### src/rtl/dpram_pkg.sv
package dpram_pkg;

  typedef enum logic [1:0] {
    MODE_SINGLE      = 2'd0,
    MODE_SIMPLE_DUAL = 2'd1,
    MODE_TRUE_DUAL   = 2'd2,
    MODE_ROM         = 2'd3
  } ram_mode_e;

  // can the port (is_b selects B) produce read data in this mode
  function automatic logic port_reads(ram_mode_e m, logic is_b);
    case (m)
      MODE_SINGLE:      return !is_b;
      MODE_SIMPLE_DUAL: return is_b;
      default:          return 1'b1;
    endcase
  endfunction

  // can the port write in this mode
  function automatic logic port_writes(ram_mode_e m, logic is_b);
    case (m)
      MODE_SINGLE, MODE_SIMPLE_DUAL: return !is_b;
      MODE_TRUE_DUAL:                return 1'b1;
      default:                       return 1'b0;
    endcase
  endfunction

endpackage

### src/rtl/dpram_port_reg.sv
module dpram_port_reg #(
  parameter int ADDR_W  = 5,
  parameter int DATA_W  = 32,
  parameter int BE_W    = DATA_W / 8,
  parameter bit RD_LIVE = 1'b1,
  parameter bit WR_LIVE = 1'b1
) (
  input  logic              clk,
  input  logic              rst_n,
  input  logic              hold,
  input  logic [ADDR_W-1:0] addr,
  input  logic [DATA_W-1:0] wdata,
  input  logic              we,
  input  logic [BE_W-1:0]   be,
  input  logic              re,
  output logic [ADDR_W-1:0] addr_q,
  output logic [DATA_W-1:0] wdata_q,
  output logic              we_q,
  output logic [BE_W-1:0]   be_q,
  output logic              re_q
);

  always_ff @(posedge clk or negedge rst_n) begin
    if (!rst_n) begin
      addr_q  <= '0;
      wdata_q <= '0;
      we_q    <= 1'b0;
      be_q    <= '0;
      re_q    <= 1'b0;
    end else begin
      if (!hold) addr_q <= addr;
      wdata_q <= wdata;
      be_q    <= be;
      we_q    <= WR_LIVE ? we : 1'b0;
      re_q    <= RD_LIVE ? re : 1'b0;
    end
  end

  assert_addr_hold_R3: assert property (@(posedge clk) disable iff (!rst_n)
    hold |=> addr_q == $past(addr_q));

  assert_data_sampled_R4: assert property (@(posedge clk) disable iff (!rst_n)
    hold |=> wdata_q == $past(wdata));

endmodule

### src/rtl/dpram_storage.sv
module dpram_storage #(
  parameter int ADDR_W   = 5,
  parameter int DATA_W   = 32,
  parameter int DEPTH    = 24,
  parameter bit RD_A     = 1'b1,
  parameter bit RD_B     = 1'b1,
  parameter bit ROM_MODE = 1'b0
) (
  input  logic                  clk,
  input  logic                  rst_n,
  input  logic [ADDR_W-1:0]     addr_a,
  input  logic [DATA_W-1:0]     wdata_a,
  input  logic                  we_a,
  input  logic [DATA_W/8-1:0]   be_a,
  input  logic                  re_a,
  input  logic [ADDR_W-1:0]     addr_b,
  input  logic [DATA_W-1:0]     wdata_b,
  input  logic                  we_b,
  input  logic [DATA_W/8-1:0]   be_b,
  input  logic                  re_b,
  output logic [DATA_W-1:0]     q_a,
  output logic [DATA_W-1:0]     q_b
);

  localparam int NB    = DATA_W / 8;
  localparam int IDX_W = (DEPTH > 1) ? $clog2(DEPTH) : 1;

  function automatic logic in_range(logic [ADDR_W-1:0] a);
    return 32'(a) < 32'(DEPTH);
  endfunction

  function automatic logic [DATA_W-1:0] lane_mask(logic [NB-1:0] be);
    logic [DATA_W-1:0] m;
    for (int k = 0; k < NB; k++) m[k*8 +: 8] = {8{be[k]}};
    return m;
  endfunction

  function automatic logic [DATA_W-1:0] seed_word(int w);
    logic [DATA_W-1:0] v;
    for (int k = 0; k < NB; k++) v[k*8 +: 8] = 8'(w * NB + k);
    return v;
  endfunction

  function automatic logic [DATA_W-1:0] merge(logic [DATA_W-1:0] old_w,
                                              logic [DATA_W-1:0] new_w,
                                              logic [DATA_W-1:0] m);
    return (old_w & ~m) | (new_w & m);
  endfunction

  logic [DATA_W-1:0] mem [DEPTH];

  logic [IDX_W-1:0]  idx_a, idx_b;
  logic [DATA_W-1:0] mask_a, mask_b;
  logic              wr_fire_a, wr_fire_b, collide;
  logic [DATA_W-1:0] word_a, word_b;

  assign idx_a     = addr_a[IDX_W-1:0];
  assign idx_b     = addr_b[IDX_W-1:0];
  assign mask_a    = lane_mask(be_a);
  assign mask_b    = lane_mask(be_b);
  assign wr_fire_a = we_a && in_range(addr_a);
  assign wr_fire_b = we_b && in_range(addr_b);
  assign collide   = wr_fire_a && wr_fire_b && (addr_a == addr_b);
  assign word_a    = merge(mem[idx_a], wdata_a, mask_a);
  assign word_b    = merge(collide ? word_a : mem[idx_b], wdata_b, mask_b);

  always_ff @(posedge clk or negedge rst_n) begin
    if (!rst_n) begin
      for (int w = 0; w < DEPTH; w++) mem[w] <= seed_word(w);
    end else begin
      if (wr_fire_a) mem[idx_a] <= word_a;
      if (wr_fire_b) mem[idx_b] <= word_b;
    end
  end

  always_ff @(posedge clk or negedge rst_n) begin
    if (!rst_n) begin
      q_a <= '0;
      q_b <= '0;
    end else begin
      if (re_a) q_a <= in_range(addr_a) ? mem[idx_a] : '0;
      if (re_b) q_b <= in_range(addr_b) ? mem[idx_b] : '0;
    end
  end

  assert_hold_q_a_R2: assert property (@(posedge clk) disable iff (!rst_n)
    !re_a |=> $stable(q_a));
  assert_hold_q_b_R2: assert property (@(posedge clk) disable iff (!rst_n)
    !re_b |=> $stable(q_b));

  assert_oob_zero_a_R8: assert property (@(posedge clk) disable iff (!rst_n)
    (re_a && !in_range(addr_a)) |=> q_a == '0);
  assert_oob_zero_b_R8: assert property (@(posedge clk) disable iff (!rst_n)
    (re_b && !in_range(addr_b)) |=> q_b == '0);

  assert_old_data_R6: assert property (@(posedge clk) disable iff (!rst_n)
    (re_a && wr_fire_a) |=> q_a == $past(mem[idx_a]));

  assert_b_wins_R7: assert property (@(posedge clk) disable iff (!rst_n)
    collide |=> (mem[$past(idx_b)] & $past(mask_b)) == ($past(wdata_b) & $past(mask_b)));

  assert_rom_no_write_R9: assert property (@(posedge clk) disable iff (!rst_n)
    ROM_MODE |-> !(wr_fire_a || wr_fire_b));

  if (!RD_A) begin : g_idle_a
    assert_idle_a_R11: assert property (@(posedge clk) disable iff (!rst_n)
      q_a == '0);
  end
  if (!RD_B) begin : g_idle_b
    assert_idle_b_R10: assert property (@(posedge clk) disable iff (!rst_n)
      q_b == '0);
  end

endmodule

### src/rtl/cfg_dual_ram.sv
module cfg_dual_ram
  import dpram_pkg::*;
#(
  parameter ram_mode_e MODE   = MODE_TRUE_DUAL,
  parameter int        ADDR_W = 5,
  parameter int        DEPTH  = 24,
  parameter int        DATA_W = 32
) (
  input  logic                clk,
  input  logic                rst_n,
  input  logic [ADDR_W-1:0]   a_addr,
  input  logic [DATA_W-1:0]   a_wdata,
  input  logic                a_we,
  input  logic [DATA_W/8-1:0] a_be,
  input  logic                a_re,
  input  logic                a_hold,
  input  logic [ADDR_W-1:0]   b_addr,
  input  logic [DATA_W-1:0]   b_wdata,
  input  logic                b_we,
  input  logic [DATA_W/8-1:0] b_be,
  input  logic                b_re,
  input  logic                b_hold,
  output logic [DATA_W-1:0]   a_rdata,
  output logic [DATA_W-1:0]   b_rdata
);

  localparam int BE_W  = DATA_W / 8;
  localparam bit RD_A  = port_reads(MODE, 1'b0);
  localparam bit RD_B  = port_reads(MODE, 1'b1);
  localparam bit WR_A  = port_writes(MODE, 1'b0);
  localparam bit WR_B  = port_writes(MODE, 1'b1);
  localparam bit IS_ROM = (MODE == MODE_ROM);

  logic [ADDR_W-1:0] ra_addr, rb_addr;
  logic [DATA_W-1:0] ra_wdata, rb_wdata;
  logic              ra_we, rb_we, ra_re, rb_re;
  logic [BE_W-1:0]   ra_be, rb_be;

  dpram_port_reg #(.ADDR_W(ADDR_W), .DATA_W(DATA_W), .BE_W(BE_W),
                   .RD_LIVE(RD_A), .WR_LIVE(WR_A)) u_port_a (
    .clk(clk), .rst_n(rst_n), .hold(a_hold), .addr(a_addr), .wdata(a_wdata),
    .we(a_we), .be(a_be), .re(a_re),
    .addr_q(ra_addr), .wdata_q(ra_wdata), .we_q(ra_we), .be_q(ra_be), .re_q(ra_re));

  dpram_port_reg #(.ADDR_W(ADDR_W), .DATA_W(DATA_W), .BE_W(BE_W),
                   .RD_LIVE(RD_B), .WR_LIVE(WR_B)) u_port_b (
    .clk(clk), .rst_n(rst_n), .hold(b_hold), .addr(b_addr), .wdata(b_wdata),
    .we(b_we), .be(b_be), .re(b_re),
    .addr_q(rb_addr), .wdata_q(rb_wdata), .we_q(rb_we), .be_q(rb_be), .re_q(rb_re));

  dpram_storage #(.ADDR_W(ADDR_W), .DATA_W(DATA_W), .DEPTH(DEPTH),
                  .RD_A(RD_A), .RD_B(RD_B), .ROM_MODE(IS_ROM)) u_store (
    .clk(clk), .rst_n(rst_n),
    .addr_a(ra_addr), .wdata_a(ra_wdata), .we_a(ra_we), .be_a(ra_be), .re_a(ra_re),
    .addr_b(rb_addr), .wdata_b(rb_wdata), .we_b(rb_we), .be_b(rb_be), .re_b(rb_re),
    .q_a(a_rdata), .q_b(b_rdata));

endmodule

### config.mk
export PLATFORM = sky130hd
export DESIGN_NAME = cfg_dual_ram
export DESIGN_NICKNAME = d
export VERILOG_FILES = /design/src/rtl/dpram_pkg.sv /design/src/rtl/dpram_port_reg.sv /design/src/rtl/dpram_storage.sv /design/src/rtl/cfg_dual_ram.sv
export SDC_FILE = /design/constraint.sdc
export NUM_CORES = 2
export LEC_CHECK = 0
export BUFFER_PORTS_ARGS = -buffer_cell sky130_fd_sc_hd__clkbuf_2
export CAP_MARGIN = 20
export CELL_PAD_IN_SITES_DETAIL_PLACEMENT = 2
export CELL_PAD_IN_SITES_GLOBAL_PLACEMENT = 2
export CORE_ASPECT_RATIO = 1.4
export CORE_UTILIZATION = 40
export CTS_BUF_LIST = sky130_fd_sc_hd__clkbuf_8
export DETAILED_ROUTE_END_ITERATION = 16
export GPL_ROUTABILITY_DRIVEN = 1
export PLACE_DENSITY_LB_ADDON = 0.1
export SLEW_MARGIN = 20
export SYNTH_ARGS = -nofsm -noshare
export SYNTH_HDL_FRONTEND = slang
export SYNTH_HIERARCHICAL = 1
export SYNTH_SLANG_ARGS = --single-unit
export TNS_END_PERCENT = 10
### constraint.sdc
create_clock -name clk -period 2.3 [get_ports clk]
set_input_delay 0.115 -clock clk [delete_from_list [all_inputs] [get_ports clk]]
set_output_delay 0.115 -clock clk [all_outputs]
set_load 0.01 [all_outputs]
==> summary.md, run 1 <==
| Metric | Value |
|---|---|
| Ys flop type | `dfrtp_1` |
| Starting density of the core | `40.4%` |
| Ys async rst share | `100%` |
| Gr usage total | `76.0%` |
| Syn_area_per_cell | `10.7 sq um` |
| Worst EP kind | `register input` |
| Synth cell types | `83` |
| Syn nets | `5161` |
| Inserted Clock Buffers | `164` |
| Largest net degree at the start of global routing | `88` |
| Port Buffer Count | `153` |
| Bufs on Longest Clock Path | `3` |
| Worst setup endpoint GRT | `u_store/mem[502]$_DFF_PN0_/D` |
| H-tree depth | `4` |
| Synth Instances | `5071` |
| Post-DP Area | `67000 sq um` |
| Clk root buf | `clkbuf_8` |
| GPL Wtd Cong | `0.981` |
| Error | `[ERROR GRT-0232] Routing congestion too high. Check the congestion heatmap in the GUI.` |
| Synth warnings | `6` |
| Synth top area share | `28.2%` |
| DP Worst Slack | `-0.872 ns` |
| Synth top cells by count | `712 x mux2i_1, 614 x dfrtp_1, 489 x nor2_1` |
| Sinks on Clock Net | `918` |
| Die width | `314 microns` |
| Hpwl dp | `234000 microns` |
| Die Height | `439 microns` |
| Number of synthesized register bits | `918` |
| Sequential area share after synthesis | `42.9%` |
| Status | `aborted with a tool error` |
| Grt total ovfl | `340` |
| IO Pins | `154` |
| Count leader, synth | `mux2i_1` |
| Largest area contributor in the netlist | `dfrtp_1` |
| Rows | `159` |
| EDFF count, synth | `0` |
| Area contributors post-synth | `dfrtp_1 28%, dfstp_2 15%, mux2i_1 13%` |
| Post-Syn Area | `54400 sq um` |
| Stopping stage | `5_1_grt` |
[per-stage QoR]
stage,instances,hold WS (ns)
4_1_cts,8217,0.0401
3_5_place_dp,7598,0.0738
2_1_floorplan,5071,-0.181
3_3_place_gp,7598,0.0784
[layer usage]
layer  overflow  global-route usage, %
met5          1                   22.6
met4        158                   77.7
met3          8                   60.0
met2        170                   93.6
met1          3                   75.4
[timing repair]
| action | CTS |
|---|---|
| setup endpoints to repair | 832 |
| gates cloned | 20 |
| setup buffers | 114 |
| pin swaps | 60 |
| resized for setup | 398 |
| endpoints found under the hold margin | 947 |
| hold buffers | 183 |
[cells by family after synthesis]
kind of cell | synth area share, %
simple gates | 9.46
flops | 42.9
compound gates | 26.0
mux | 15.5
buf+inv | 6.09
xor+xnor | 0.0644
==> inputs of run 2 (changes only) <==
Settings changed: CELL_PAD_IN_SITES_DETAIL_PLACEMENT 2 to unset, CELL_PAD_IN_SITES_GLOBAL_PLACEMENT 2 to unset, CORE_ASPECT_RATIO 1.4 to unset, CTS_BUF_LIST sky130_fd_sc_hd__clkbuf_8 to unset, PLACE_DENSITY_LB_ADDON 0.1 to 0.15.
Clock period 2.3 ns to 2.99 ns, I/O delays scaled along.
==> summary.md, run 2 <==
| Metric | Value |
|---|---|
| Syn_area_per_cell | `10.7 sq um (unchanged)` |
| Sinks on Clock Net | `918 (unchanged)` |
| Hpwl dp | `183000 microns (was 234000 microns)` |
| Crit-path leading delay family | `buffers and inverters` |
| Most common cell after layout, fill and taps aside | `mux2i_1` |
| Min Clock Period, post-route | `3.06 ns` |
| Largest area contributor in the netlist | `dfrtp_1 (unchanged)` |
| Post-route ant nets | `0` |
| Static Leak | `29.5 nW` |
| Core area | `135000 sq um` |
| Worst setup SP type | `flop` |
| Final wirelength | `275000 microns` |
| IO Pins | `154 (unchanged)` |
| First-pass GRT wire length | `380000 microns` |
| Max-capacitance violation count | `0` |
| Sequential area share after synthesis | `42.9% (unchanged)` |
| Grt total ovfl | `0` |
| EDFF count, synth | `0 (unchanged)` |
| Synth Instances | `5071 (unchanged)` |
| Fin crit share | `102%` |
| Count leader, synth | `mux2i_1 (unchanged)` |
| Via total after detailed routing | `51173` |
| Failing checks | `negative setup slack` |
| Number of synthesized register bits | `918 (unchanged)` |
| DP Cell Count | `7224 (was 7598)` |
| Reg clk slew, reported paths | `0.06 ns` |
| Final-stage net count | `5795` |
| Die Height | `371 microns (was 439 microns)` |
| DR vias/cell | `6.74` |
| Post-Syn Area | `54400 sq um (unchanged)` |
| Setup TNS | `-0.454 ns` |
| Share of post-route cells with drive strength above 1 | `35.7%` |
| Crit path max fanout | `24` |
| Setup violators final | `17` |
| TritonRoute pass-1 iters | `6` |
| CP arrival | `3.67 ns` |
| Final cell count without fillers | `7590` |
| Detailed Route Iter0 Violations | `6543` |
| DR WL/cell | `36.2 microns` |
| Initial antenna violation count | `5` |
| Gr usage total | `38.9%` |
| Final hold vios | `0` |
| Overall power | `63.0 mW` |
| Max Clk Rate | `327 MHz` |
| Synth top area share | `28.2% (unchanged)` |
| DP Worst Slack | `-0.278 ns (was -0.872 ns)` |
| Clk root buf | `clkbuf_16 (was clkbuf_8)` |
| H-tree depth | `3 (was 4)` |
| CP dominant cell by count | `buf_12` |
| Slew Viols, Final | `0` |
| Area contributors post-synth | `dfrtp_1 28%, dfstp_2 15%, mux2i_1 13% (unchanged)` |
| Slowest-stage cell, CP | `dfrtp_4` |
| Die width | `371 microns (was 314 microns)` |
| Crit path largest cell delay | `0.56 ns` |
| Max FFs per register | `768` |
| Crit path kind | `reg -> reg` |
| Synth top cells by count | `712 x mux2i_1, 614 x dfrtp_1, 489 x nor2_1 (unchanged)` |
| Required @ worst endpoint | `3.60 ns` |
| Vias in the first global route | `49214` |
| Final Cell Area | `68400 sq um` |
| Ys async rst share | `100% (unchanged)` |
| # DRC | `0` |
| Most frequent cells in the layout | `709 x mux2i_1, 604 x dfrtp_1, 545 x buf_4` |
| Synth warnings | `6 (unchanged)` |
| Fillers | `12120` |
| Worst slew pin tran | `1.10 ns` |
| Biggest register | `u_store/mem` |
| Max VDD drop | `515 uV` |
| Synth cell types | `83 (unchanged)` |
| Cell chain of the critical path | `buf_12 > buf_12 > buf_16 > mux2i_1 > o22ai_1 > nor4_1 > nand3_1 > o22ai_2 > buf_12 > a221oi_1` |
| Starting density of the core | `40.2% (was 40.4%)` |
| Fin util | `50.5%` |
| Status | `finished, violations left (was aborted with a tool error)` |
| Syn nets | `5161 (unchanged)` |
| Setup ws final | `-0.0673 ns` |
| Unrepaired setup endpoints after global routing | `true` |
| Buffers and inverters on the worst path | `4` |
| Rows | `135 (was 159)` |
| Largest net degree at the start of global routing | `105` |
| Hold WC Path Type | `in -> reg` |
| Clk_skew | `0.0355 ns` |
| Port Buffer Count | `153 (unchanged)` |
| Worst slew margin | `26.5%` |
| Nature of the critical path endpoint | `flop` |
| Bufs on Longest Clock Path | `3 (unchanged)` |
| GPL Wtd Cong | `1.00 (was 0.981)` |
| PD cells | `922 nW/um^2` |
| Die area | `138000 sq um` |
| Worst hold slack | `0.0299 ns` |
| CTS tree | `done` |
| Area growth syn-to-layout | `25.6%` |
| Ys flop type | `dfrtp_1 (unchanged)` |
| Post-DP Area | `62600 sq um (was 67000 sq um)` |
| Inserted Clock Buffers | `112 (was 164)` |
| Worst-skew pair later-pin latency | `0.78 ns` |
run 2: per-layer routing:
| layer | track usage, % | share of wire (%) |
|---|---|---|
| met5 | 0.524 | 0.11 |
| met4 | 24.5 | 7.7 |
| met3 | 11.4 | 11 |
| met2 | 57.0 | 42 |
| met1 | 50.2 | 39 |
run 2: final cells by class:
cell class / instances / area [sq um] / share of cell area (%)
multi-input combinational: 3583 / 28500 / 41.7
sequential: 918 / 23400 / 34.2
timing repair buffer: 1031 / 10200 / 14.9
clock buffer: 171 / 3300 / 4.83
tap: 1781 / 2230 / 3.26
clock inverter: 42 / 526 / 0.769
inverter: 59 / 221 / 0.324
antenna: 5 / 12.5 / 0.0183
run 2: repair_timing:
action,4_1_cts,5_1_grt
hold buffers,125,0
endpoints found under the setup margin,379,429
pin swaps,19,12
buffers inserted,6,9
resized for setup,27,42
cloned,2,5
hold endpoints to repair,461,0
run 2: worst paths after layout:
| check | cells after the start | endpoint | startpoint | slack [ns] |
|---|---|---|---|---|
| setup / recovery | 10 | u_store/mem[13] | u_port_b/addr_q[0] | -0.07 |
| hold / removal | 2 | u_port_b/wdata_q[31] | b_wdata[31] | 0.03 |
| setup reg to reg | 10 | u_store/mem[13] | u_port_b/addr_q[0] | -0.07 |
| hold reg to reg | 1 | u_store/q_b[22] | u_store/q_b[22] | 0.48 |
| max in group asynchronous | 4 | u_store/mem[717] | rst_n | 1.08 |
| min in group asynchronous | 3 | u_store/mem[75] | rst_n | 0.52 |
run 2: where the power goes:
part	leakage [nW]	internal (mW)	switching [mW]
logic	17.2	11.3	12.3
clock network	1.87	8.39	6.00
registers	10.4	19.7	5.23
total	29.5	39.4	23.6
run 2: cells by family (layout without fill, tap and decap cells):
group,after synthesis,in the layout,share of synthesized area (%)
AOI/OAI and AO/OA,1696,1697,26.0
and+or+nand+nor,1107,1107,9.46
DFF,918,918,42.9
muxes,775,775,15.5
buffers and inverters,571,1303,6.09
xor gates and xnor gates,4,4,0.0644
other,0,5,0
Note: power is estimated with default switching activity, not from simulation.
